**config.mk**
```make
export PLATFORM = sky130hd
export DESIGN_NAME = tap_port
export DESIGN_NICKNAME = d
export VERILOG_FILES = /design/src/rtl/tap_pkg.sv /design/src/rtl/tap_fsm.sv /design/src/rtl/tap_ir.sv /design/src/rtl/tap_dr.sv /design/src/rtl/tap_port.sv
export SDC_FILE = /design/constraint.sdc
export NUM_CORES = 1
export LEC_CHECK = 0
export BUFFER_PORTS_ARGS = -buffer_cell sky130_fd_sc_hd__clkbuf_2
export CAP_MARGIN = 0
export CORE_MARGIN = 2
export CORE_UTILIZATION = 55
export CTS_CLUSTER_DIAMETER = 80
export DETAILED_ROUTE_END_ITERATION = 10
export PLACE_DENSITY = 0.73
export SLEW_MARGIN = 20
export SYNTH_ARGS = -nofsm -noshare
export SYNTH_HDL_FRONTEND = slang
export SYNTH_SLANG_ARGS = --single-unit
export TNS_END_PERCENT = 50
```
**constraint.sdc**
```tcl
create_clock -name tck -period 2.46 [get_ports tck]
set_clock_uncertainty 0.1 [all_clocks]
set_input_delay 0.246 -clock tck [delete_from_list [all_inputs] [get_ports tck]]
set_output_delay 0.246 -clock tck [all_outputs]
set_load 0.05 [all_outputs]
```
**src/rtl/tap_pkg.sv**
```systemverilog
package tap_pkg;

    typedef enum logic [3:0] {
        TLR, RTI,
        SEL_DR, CAP_DR, SH_DR, EX1_DR, PAU_DR, EX2_DR, UPD_DR,
        SEL_IR, CAP_IR, SH_IR, EX1_IR, PAU_IR, EX2_IR, UPD_IR
    } tap_state_t;

    localparam int IR_W = 3;

    localparam logic [IR_W-1:0] OP_EXTEST     = 3'b000;
    localparam logic [IR_W-1:0] OP_IDCODE     = 3'b001;
    localparam logic [IR_W-1:0] OP_SAMPLE_HIZ = 3'b010;
    localparam logic [IR_W-1:0] OP_SAMPLE     = 3'b100;
    localparam logic [IR_W-1:0] OP_BYPASS     = 3'b111;

    localparam logic [IR_W-1:0] IR_CAPTURE    = 3'b001;

endpackage

```
**src/rtl/tap_fsm.sv**
```systemverilog
module tap_fsm
    import tap_pkg::*;
(
    input  logic       tck,
    input  logic       trst_n,
    input  logic       tms,
    output tap_state_t state,
    output logic       in_reset,
    output logic       capture_dr,
    output logic       shift_dr,
    output logic       update_dr,
    output logic       capture_ir,
    output logic       shift_ir,
    output logic       update_ir
);

    tap_state_t nxt;

    always_comb begin
        nxt = state;
        unique case (state)
            TLR:    nxt = tms ? TLR    : RTI;
            RTI:    nxt = tms ? SEL_DR : RTI;
            SEL_DR: nxt = tms ? SEL_IR : CAP_DR;
            CAP_DR: nxt = tms ? EX1_DR : SH_DR;
            SH_DR:  nxt = tms ? EX1_DR : SH_DR;
            EX1_DR: nxt = tms ? UPD_DR : PAU_DR;
            PAU_DR: nxt = tms ? EX2_DR : PAU_DR;
            EX2_DR: nxt = tms ? UPD_DR : SH_DR;
            UPD_DR: nxt = tms ? SEL_DR : RTI;
            SEL_IR: nxt = tms ? TLR    : CAP_IR;
            CAP_IR: nxt = tms ? EX1_IR : SH_IR;
            SH_IR:  nxt = tms ? EX1_IR : SH_IR;
            EX1_IR: nxt = tms ? UPD_IR : PAU_IR;
            PAU_IR: nxt = tms ? EX2_IR : PAU_IR;
            EX2_IR: nxt = tms ? UPD_IR : SH_IR;
            UPD_IR: nxt = tms ? SEL_DR : RTI;
        endcase
    end

    always_ff @(posedge tck or negedge trst_n) begin
        if (!trst_n) state <= TLR;
        else         state <= nxt;
    end

    always_comb begin
        in_reset   = (state == TLR);
        capture_dr = (state == CAP_DR);
        shift_dr   = (state == SH_DR);
        update_dr  = (state == UPD_DR);
        capture_ir = (state == CAP_IR);
        shift_ir   = (state == SH_IR);
        update_ir  = (state == UPD_IR);
    end

endmodule

```
**src/rtl/tap_ir.sv**
```systemverilog
module tap_ir
    import tap_pkg::*;
(
    input  logic            tck,
    input  logic            trst_n,
    input  logic            tdi,
    input  logic            in_reset,
    input  logic            capture,
    input  logic            shift,
    input  logic            update,
    output logic [IR_W-1:0] ir_sh,
    output logic [IR_W-1:0] ir,
    output logic            sel_bsr,
    output logic            sel_id,
    output logic            sel_byp,
    output logic            mode,
    output logic            hiz
);

    always_ff @(posedge tck or negedge trst_n) begin
        if (!trst_n)      ir_sh <= IR_CAPTURE;
        else if (capture) ir_sh <= IR_CAPTURE;
        else if (shift)   ir_sh <= {tdi, ir_sh[IR_W-1:1]};
    end

    always_ff @(negedge tck or negedge trst_n) begin
        if (!trst_n)       ir <= OP_IDCODE;
        else if (in_reset) ir <= OP_IDCODE;
        else if (update)   ir <= ir_sh;
    end

    always_comb begin
        sel_bsr = 1'b0;
        sel_id  = 1'b0;
        sel_byp = 1'b0;
        mode    = 1'b0;
        hiz     = 1'b0;
        unique case (ir)
            OP_EXTEST:     begin sel_bsr = 1'b1; mode = 1'b1; end
            OP_SAMPLE_HIZ: begin sel_bsr = 1'b1; mode = 1'b1; hiz = 1'b1; end
            OP_SAMPLE:     sel_bsr = 1'b1;
            OP_IDCODE:     sel_id  = 1'b1;
            default:       sel_byp = 1'b1;
        endcase
    end

endmodule

```
**src/rtl/tap_dr.sv**
```systemverilog
module tap_dr #(
    parameter int          ID_W   = 32,
    parameter logic [ID_W-1:0] ID_VAL = '1
) (
    input  logic tck,
    input  logic trst_n,
    input  logic tdi,
    input  logic capture,
    input  logic shift,
    input  logic sel_id,
    input  logic sel_byp,
    output logic id_lsb,
    output logic byp_q
);

    logic [ID_W-1:0] id_sr;

    always_ff @(posedge tck or negedge trst_n) begin
        if (!trst_n)                id_sr <= ID_VAL;
        else if (capture && sel_id) id_sr <= ID_VAL;
        else if (shift && sel_id)   id_sr <= {tdi, id_sr[ID_W-1:1]};
    end

    always_ff @(posedge tck or negedge trst_n) begin
        if (!trst_n)                 byp_q <= 1'b0;
        else if (capture && sel_byp) byp_q <= 1'b0;
        else if (shift && sel_byp)   byp_q <= tdi;
    end

    assign id_lsb = id_sr[0];

endmodule

```
**src/rtl/tap_port.sv**
```systemverilog
module tap_port
    import tap_pkg::*;
#(
    parameter logic [3:0]  VERSION = 4'h4,
    parameter logic [15:0] PART    = 16'h0014,
    parameter logic [10:0] MAKER   = 11'h010
) (
    input  logic tck,
    input  logic trst_n,
    input  logic tms,
    input  logic tdi,
    output logic tdo,
    output logic tdo_en,
    input  logic bsr_tdo,
    output logic bsr_capture,
    output logic bsr_shift,
    output logic bsr_update,
    output logic bsr_mode,
    output logic bsr_hiz
);

    localparam logic [31:0] ID_WORD = {VERSION, PART, MAKER, 1'b1};
    localparam int          ID_W    = $bits(ID_WORD);

    tap_state_t      state_w;
    logic            in_reset, cap_dr, sh_dr, upd_dr, cap_ir, sh_ir, upd_ir;
    logic [IR_W-1:0] ir_sh_w, ir_w;
    logic            sel_bsr, sel_id, sel_byp;
    logic            id_lsb, byp_q, dr_bit, tdo_nxt;

    tap_fsm u_fsm (
        .tck(tck), .trst_n(trst_n), .tms(tms), .state(state_w),
        .in_reset(in_reset), .capture_dr(cap_dr), .shift_dr(sh_dr),
        .update_dr(upd_dr), .capture_ir(cap_ir), .shift_ir(sh_ir),
        .update_ir(upd_ir)
    );

    tap_ir u_ir (
        .tck(tck), .trst_n(trst_n), .tdi(tdi), .in_reset(in_reset),
        .capture(cap_ir), .shift(sh_ir), .update(upd_ir),
        .ir_sh(ir_sh_w), .ir(ir_w), .sel_bsr(sel_bsr), .sel_id(sel_id),
        .sel_byp(sel_byp), .mode(bsr_mode), .hiz(bsr_hiz)
    );

    tap_dr #(.ID_W(ID_W), .ID_VAL(ID_WORD)) u_dr (
        .tck(tck), .trst_n(trst_n), .tdi(tdi), .capture(cap_dr),
        .shift(sh_dr), .sel_id(sel_id), .sel_byp(sel_byp),
        .id_lsb(id_lsb), .byp_q(byp_q)
    );

    always_comb begin
        if (sel_bsr)     dr_bit = bsr_tdo;
        else if (sel_id) dr_bit = id_lsb;
        else             dr_bit = byp_q;
        tdo_nxt = sh_ir ? ir_sh_w[0] : dr_bit;
    end

    always_ff @(negedge tck or negedge trst_n) begin
        if (!trst_n) begin
            tdo    <= 1'b0;
            tdo_en <= 1'b0;
        end else begin
            tdo    <= tdo_nxt;
            tdo_en <= sh_ir | sh_dr;
        end
    end

    assign bsr_capture = cap_dr & sel_bsr;
    assign bsr_shift   = sh_dr  & sel_bsr;
    assign bsr_update  = upd_dr & sel_bsr;

endmodule

```
==> impl_metrics.toml, run 1 <==
[status]
outcome = "complete, but fails checks"
violations = "setup timing"

[power_and_ir_drop]
p_clk_share_pct = 15.6
p_total_uw = 3660
p_seq_share_pct = 33.9
swShare_pct = 37.6
internal-power_uw = 2280
p_switching_uw = 1380
combPwrFrac_pct = 50.5
power_density_nw_per_um2 = 1320
p_leak_uw = 0.00122
vdd_drop_max_uv = 732

[worst_setup_path]
slowest_stage = "dfstp_2"
cp.required_ns = 2.11
r2r_end = "u_dr.id_sr[24]"
path_delay_family = "flip-flops"
cp_max_fo = 4
start_kind = "register"
rrSetupSlack_ns = -0.39
path_cells = "inv_2 > nand2_4 > nor4_4 > clkbuf_8"
rr_startpoint = "u_ir.ir[0]"
crit_cells = 4
endpoint = "bsr_update"
max_stage_delay_ns = 0.57
reg2reg_depth = 7
critPathLaunch = "u_ir.ir[0]"
path_buf_inv = 2
endpoint_kind = "primary output"
cp.arrival_ns = 2.53
critical_path_class = "register to primary output"

[drt]
ant_nets = 0
via_count = 1728
drtIter0Drc = 121
dr.pass1.iters = 4
vias_per_cell = 5.28
drc = 0
wl_per_cell_um = 13.9
drt_wl_total_mm = 4.55

[synthesis]
synthDistinctLibCells = 38
seq_area_frac_synth_pct = 54.5
synthesis.instances = 238
syn-cell-area_sq_um = 2080
yosysTopAreaCell = "dfrtp_1"
syn-num-nets = 243
synth_area_leaders = "dfrtp_1 41%, nand2_1 13%, dfstp_2 8.8%, o21ai_0 7.9%, dfrtn_1 4.8%"
postSynthAreaPerCell_sq_um = 8.75
yosysWarnings = 0
ys.flop_type = "dfrtp_1"
synth.top_cell.area_share_pct = 40.9
synth_seq_cells = 45
synth-edff-count = 0
async_flop_share_pct = 100

[layout]
antenna_cells = 0
fin_nets = 283
regArea_sq_um = 1130
drive_gt1_share_pct = 31.2
layout_common_cells = "67 x nand2_1, 34 x dfrtp_1, 28 x buf_4"
areaGrowthSynthToFinish_pct = 33.4
fillers = 253
multi_input_area_sq_um = 921
final_common_cell = "nand2_1"

[global_routing]
first_global_vias = 1636
grt_pass1_wl_mm = 7.71
antenna_found_initial = 0
grt_max_degree = 28
track_usage_pct = 23.8
grt_overflow_total = 0

[clock_network]
cts_tree = "yes"
cts_max_path_buffers = 2
cts_root_buf = "clkbuf_8"
clk_pin_slew_worst_paths_ns = 0.08
cts_num_sinks = 45
worstSkewPairLatency_ns = 0.35
htreeDepth = 2
cts_buffers = 5

[place]
gp_congestion = 0.805
dpl.hpwl_mm = 2.70
port_buffers = 11
pre_cts_slack_ns = -0.208

[timing]
hold_violations = 0
worst_slack_ns = -0.420
rsz0062_at_grt = "yes"
slew_viol_final = 0
worst_pin_slew_ns = 0.337
relSlewSlack_pct = 77.5
setup_violations = 41

[floorplanning]
pin_count = 12
core-area_sq_um = 3660
rows = 22
die_w_um = 65.5
initial_utilization_pct = 56.9
die_h_um = 65.5
fp.dieArea_sq_um = 4290

[flow_run]
max-cap-violations = 0

[hold_path]
hp-class = "input pin to register"
==> worst min path at each step <==
stage | from | end | slack [ns] | cells after the start
after detailed placement | trst_n | u_dr.byp_q | 0.02 | 1
final | tdi | u_ir.ir_sh[2] | 0.18 | 3
after global placement | trst_n | u_dr.byp_q | 0.02 | 1
after global routing | tdi | u_ir.ir_sh[2] | 0.20 | 3
after floorplan | trst_n | u_dr.byp_q | -0.15 | 0
after CTS | tdi | u_ir.ir_sh[2] | 0.13 | 3
==> sequential cells by signal, indices dropped and copies added, names as in the netlist <==
| signal | cells |
|---|---|
| u_ir.ir_sh | 3 |
| u_fsm.state | 4 |
| u_dr.id_sr | 32 |
| tdo | 1 |
| u_dr.byp_q | 1 |
| tdo_en | 1 |
| u_ir.ir | 3 |
==> cell families after synthesis <==
| group | synth area share [%] |
|---|---|
| flip-flops | 54.5 |
| AO/OA/AOI/OAI | 16.3 |
| multiplexers | 1.62 |
| AND/OR/NAND/NOR | 21.8 |
| XOR/XNOR | 0.421 |
| buffers and inverters | 5.35 |
==> power groups by stage <==
stage	registers [uW]	clock network, uW	logic, uW
2_1_floorplan	1230	5.09	900
3_5_place_dp	1230	5.09	1320
5_1_grt	1280	614	2040
3_3_place_gp	1220	5.09	1290
6_report	1240	573	1850
4_1_cts	1230	580	1750
==> final cells by class <==
class	count	area share, %
clock buffer	7	3.11
multi-input combinational	170	33.2
inverter	3	0.406
sequential	45	40.9
clock inverter	2	1.22
tap	48	2.16
timing repair buffer	52	19.1
==> layer usage <==
| metal | vias to the layer above | GRT usage [%] | part of all wire, % | routed length (um) |
|---|---|---|---|---|
| met1 | 811 | 33.3 | 48 | 2160 |
| met4 | 0 | 7.03 | 1.2 | 56 |
| li1 | 881 | - | - | - |
| met3 | 8 | 4.97 | 3.5 | 157 |
| met2 | 28 | 37.4 | 48 | 2170 |
| met5 | - | 0 | 0 | 0 |
==> cells in the mapped netlist, types with 2 or more instances <==
library cell / count
nand2_1: 70
dfrtp_1: 34
o21ai_0: 33
nor2_1: 16
clkbuf_1: 13
a21oi_1: 10
dfstp_2: 7
o22ai_1: 5
dfrtn_1: 4
inv_1: 4
o21ai_1: 4
mux2_2: 3
nand2b_1: 3
nor3_1: 3
buf_4: 2
buf_6: 2
nand3_1: 2
nor2b_1: 2
or3_1: 2
==> through the flow <==
step | util (%) | hold WS (ns) | instances | cell area, sq um | TNS [ns]
after floorplan | - | -0.150 | 238 | 2120 | -7.80
after global placement | 64.7 | 0.0234 | 306 | 2370 | -6.17
final | 75.8 | 0.180 | 327 | 2780 | -13.58
after CTS | 74.6 | 0.133 | 325 | 2730 | -12.71
after global routing | 75.8 | 0.196 | 327 | 2780 | -15.67
after detailed placement | 64.7 | 0.0213 | 306 | 2370 | -6.34
==> tightest hold or removal path, stage by stage <==
cell	delay (ns)
clkbuf_2	0.10
nand2_1	0.08
o21ai_0	0.09
==> repair_timing <==
item                                    4_1_cts  5_1_grt
setup buffers                                 5        3
pin swaps                                     2        2
gates cloned                                  5        0
endpoints found under the setup margin       44       45
hold buffers                                  1        0
hold endpoints to repair                     12        0
resized for setup                            56       17
(Power assumes the default switching activity.)
==> inputs of run 2 (changes only) <==
- CORE_ASPECT_RATIO: unset -> 1.75
==> run 2 against run 1 <==
The flow still finishes with violations (setup timing). Sequential cell count unchanged. Clock power increased by 18%. Power increased by 3.0%. Combinational power about the same. Non-clock buffer count increased by 3. Wire length increased by 11%. First-iteration DRC count decreased by 65%. Cell count increased by 0.61%. Die area increased by 0.45%. Sequential power about the same. Worst setup slack got worse by 0.017 ns. Critical path depth unchanged.
==> impl_metrics.toml, run 2 (synthesis results as in run 1) <==
[floorplanning]
rows = 29
pin_count = 12
die_w_um = 50.5
initial_utilization_pct = 57.4
core-area_sq_um = 3630
fp.dieArea_sq_um = 4310
die_h_um = 85.4

[clock_network]
cts_num_sinks = 45
cts_max_path_buffers = 2
htreeDepth = 2
cts_root_buf = "clkbuf_8"
cts_tree = "yes"
cts_buffers = 5
worstSkewPairLatency_ns = 0.35
clk_pin_slew_worst_paths_ns = 0.08

[layout]
regMostFlops = "u_dr.id_sr"
antenna_cells = 0
final_util_pct = 78.4
layout_common_cells = "69 x nand2_1, 32 x buf_4, 32 x dfrtp_1"
fillers = 250
final_common_cell = "nand2_1"
drive_gt1_share_pct = 34.6
fin_nets = 287
areaGrowthSynthToFinish_pct = 36.7
largestRegisters = "u_dr.id_sr: 32 flops, u_fsm.state: 4 flops"
largest_reg_flops = 32

[drt]
drtIter0Drc = 42
vias_per_cell = 5.61
wl_per_cell_um = 15.3
dr.pass1.iters = 4
ant_nets = 0
drt_wl_total_mm = 5.03
drc = 0
via_count = 1846

[power_and_ir_drop]
p_leak_uw = 0.00125
p_total_uw = 3770
vdd_drop_max_uv = 951
power_density_nw_per_um2 = 1320

[worst_setup_path]
cp.arrival_ns = 2.55
cp_max_fo = 4
endpoint_kind = "primary output"
max_stage_delay_ns = 0.57
cp.required_ns = 2.11
critPathLaunch = "u_ir.ir[0]"
start_kind = "register"
slowest_stage = "dfstp_2"
path_cells = "inv_2 > nand2_4 > nor4_4 > clkbuf_8"
rr_startpoint = "u_ir.ir[0]"
critical_path_class = "register to primary output"

[timing]
setup_violations = 42
relSlewSlack_pct = 71.7
rsz0062_at_grt = "yes"
fin_hold_ws_ns = 0.122
worst_slack_ns = -0.438
worst_pin_slew_ns = 0.424
hold_violations = 0
slew_viol_final = 0

[flow_run]
max-cap-violations = 0

[global_routing]
antenna_found_initial = 0
first_global_vias = 1819
grt_pass1_wl_mm = 7.98
grt_max_degree = 21
track_usage_pct = 24.4
grt_overflow_total = 0

[place]
gp_congestion = 0.829
pre_cts_slack_ns = -0.242
dpl.hpwl_mm = 3.11
port_buffers = 11

[hold_path]
hp-class = "input pin to register"
min-delay-start = "tdi"

[status]
violations = "setup timing"
outcome = "complete, but fails checks"
-- run 2: cell types whose count changed in the layout (fill, tap and decap cells not counted), sizes merged --
cell / change
o211ai: +1
buf: +1
inv: +1
bufinv: +1
-- run 2: worst max-delay path, delay by kind of cell, from the launching register on --
family	cells	cell delay, ns
simple gates	2	0.15
flops	1	0.57
buf+inv	2	0.24
-- run 2: per-layer routing --
layer	vias to the layer above	part of all wire (%)	global-route usage, %
met5	-	0	0
met4	0	3.2	9.83
met3	17	3.0	4.40
li1	885	-	-
met2	36	55	44.1
met1	908	39	27.6
-- run 2: final timing paths --
check                                      end  slack (ns)  cells past startpoint
max in group asynchronous               tdo_en        0.42                      3
worst min-delay path             u_ir.ir_sh[2]        0.12                      3
min in group asynchronous       u_dr.id_sr[22]        0.25                      2
worst min register to register   u_dr.id_sr[5]        0.37                      2
worst max-delay path                bsr_update       -0.44                      4
worst max register to register  u_dr.id_sr[13]       -0.41                      7
-- run 2: layout make-up --
type                       count  area [sq um]  area share, %
clock buffer                   5          68.8           2.42
sequential                    45          1140           40.0
inverter                       3          11.3          0.396
clock inverter                 4          72.6           2.55
multi-input combinational    171           965           33.9
tap                           46          57.6           2.02
timing repair buffer          55           534           18.8
-- run 2: per-stage QoR --
stage / instances / cell area (sq um) / TNS, ns
finish: 329 / 2850 / -12.73
CTS: 324 / 2730 / -10.33
global route: 329 / 2850 / -15.73
detailed placement: 311 / 2420 / -6.02
floorplan: 238 / 2120 / -7.80
global placement: 311 / 2420 / -4.91
-- run 2: timing repair --
action,CTS,global route
gates resized for setup,30,43
buffers inserted,2,5
setup endpoints to repair,45,45
gates cloned,2,0
hold buffers,1,0
pin swaps,1,5
hold endpoints to repair,4,0
-- run 2: where the power goes --
group	internal, uW	switching, uW	total [uW]
Sequential	1050	217	1270
Clock	411	265	675
Combinational	875	948	1820
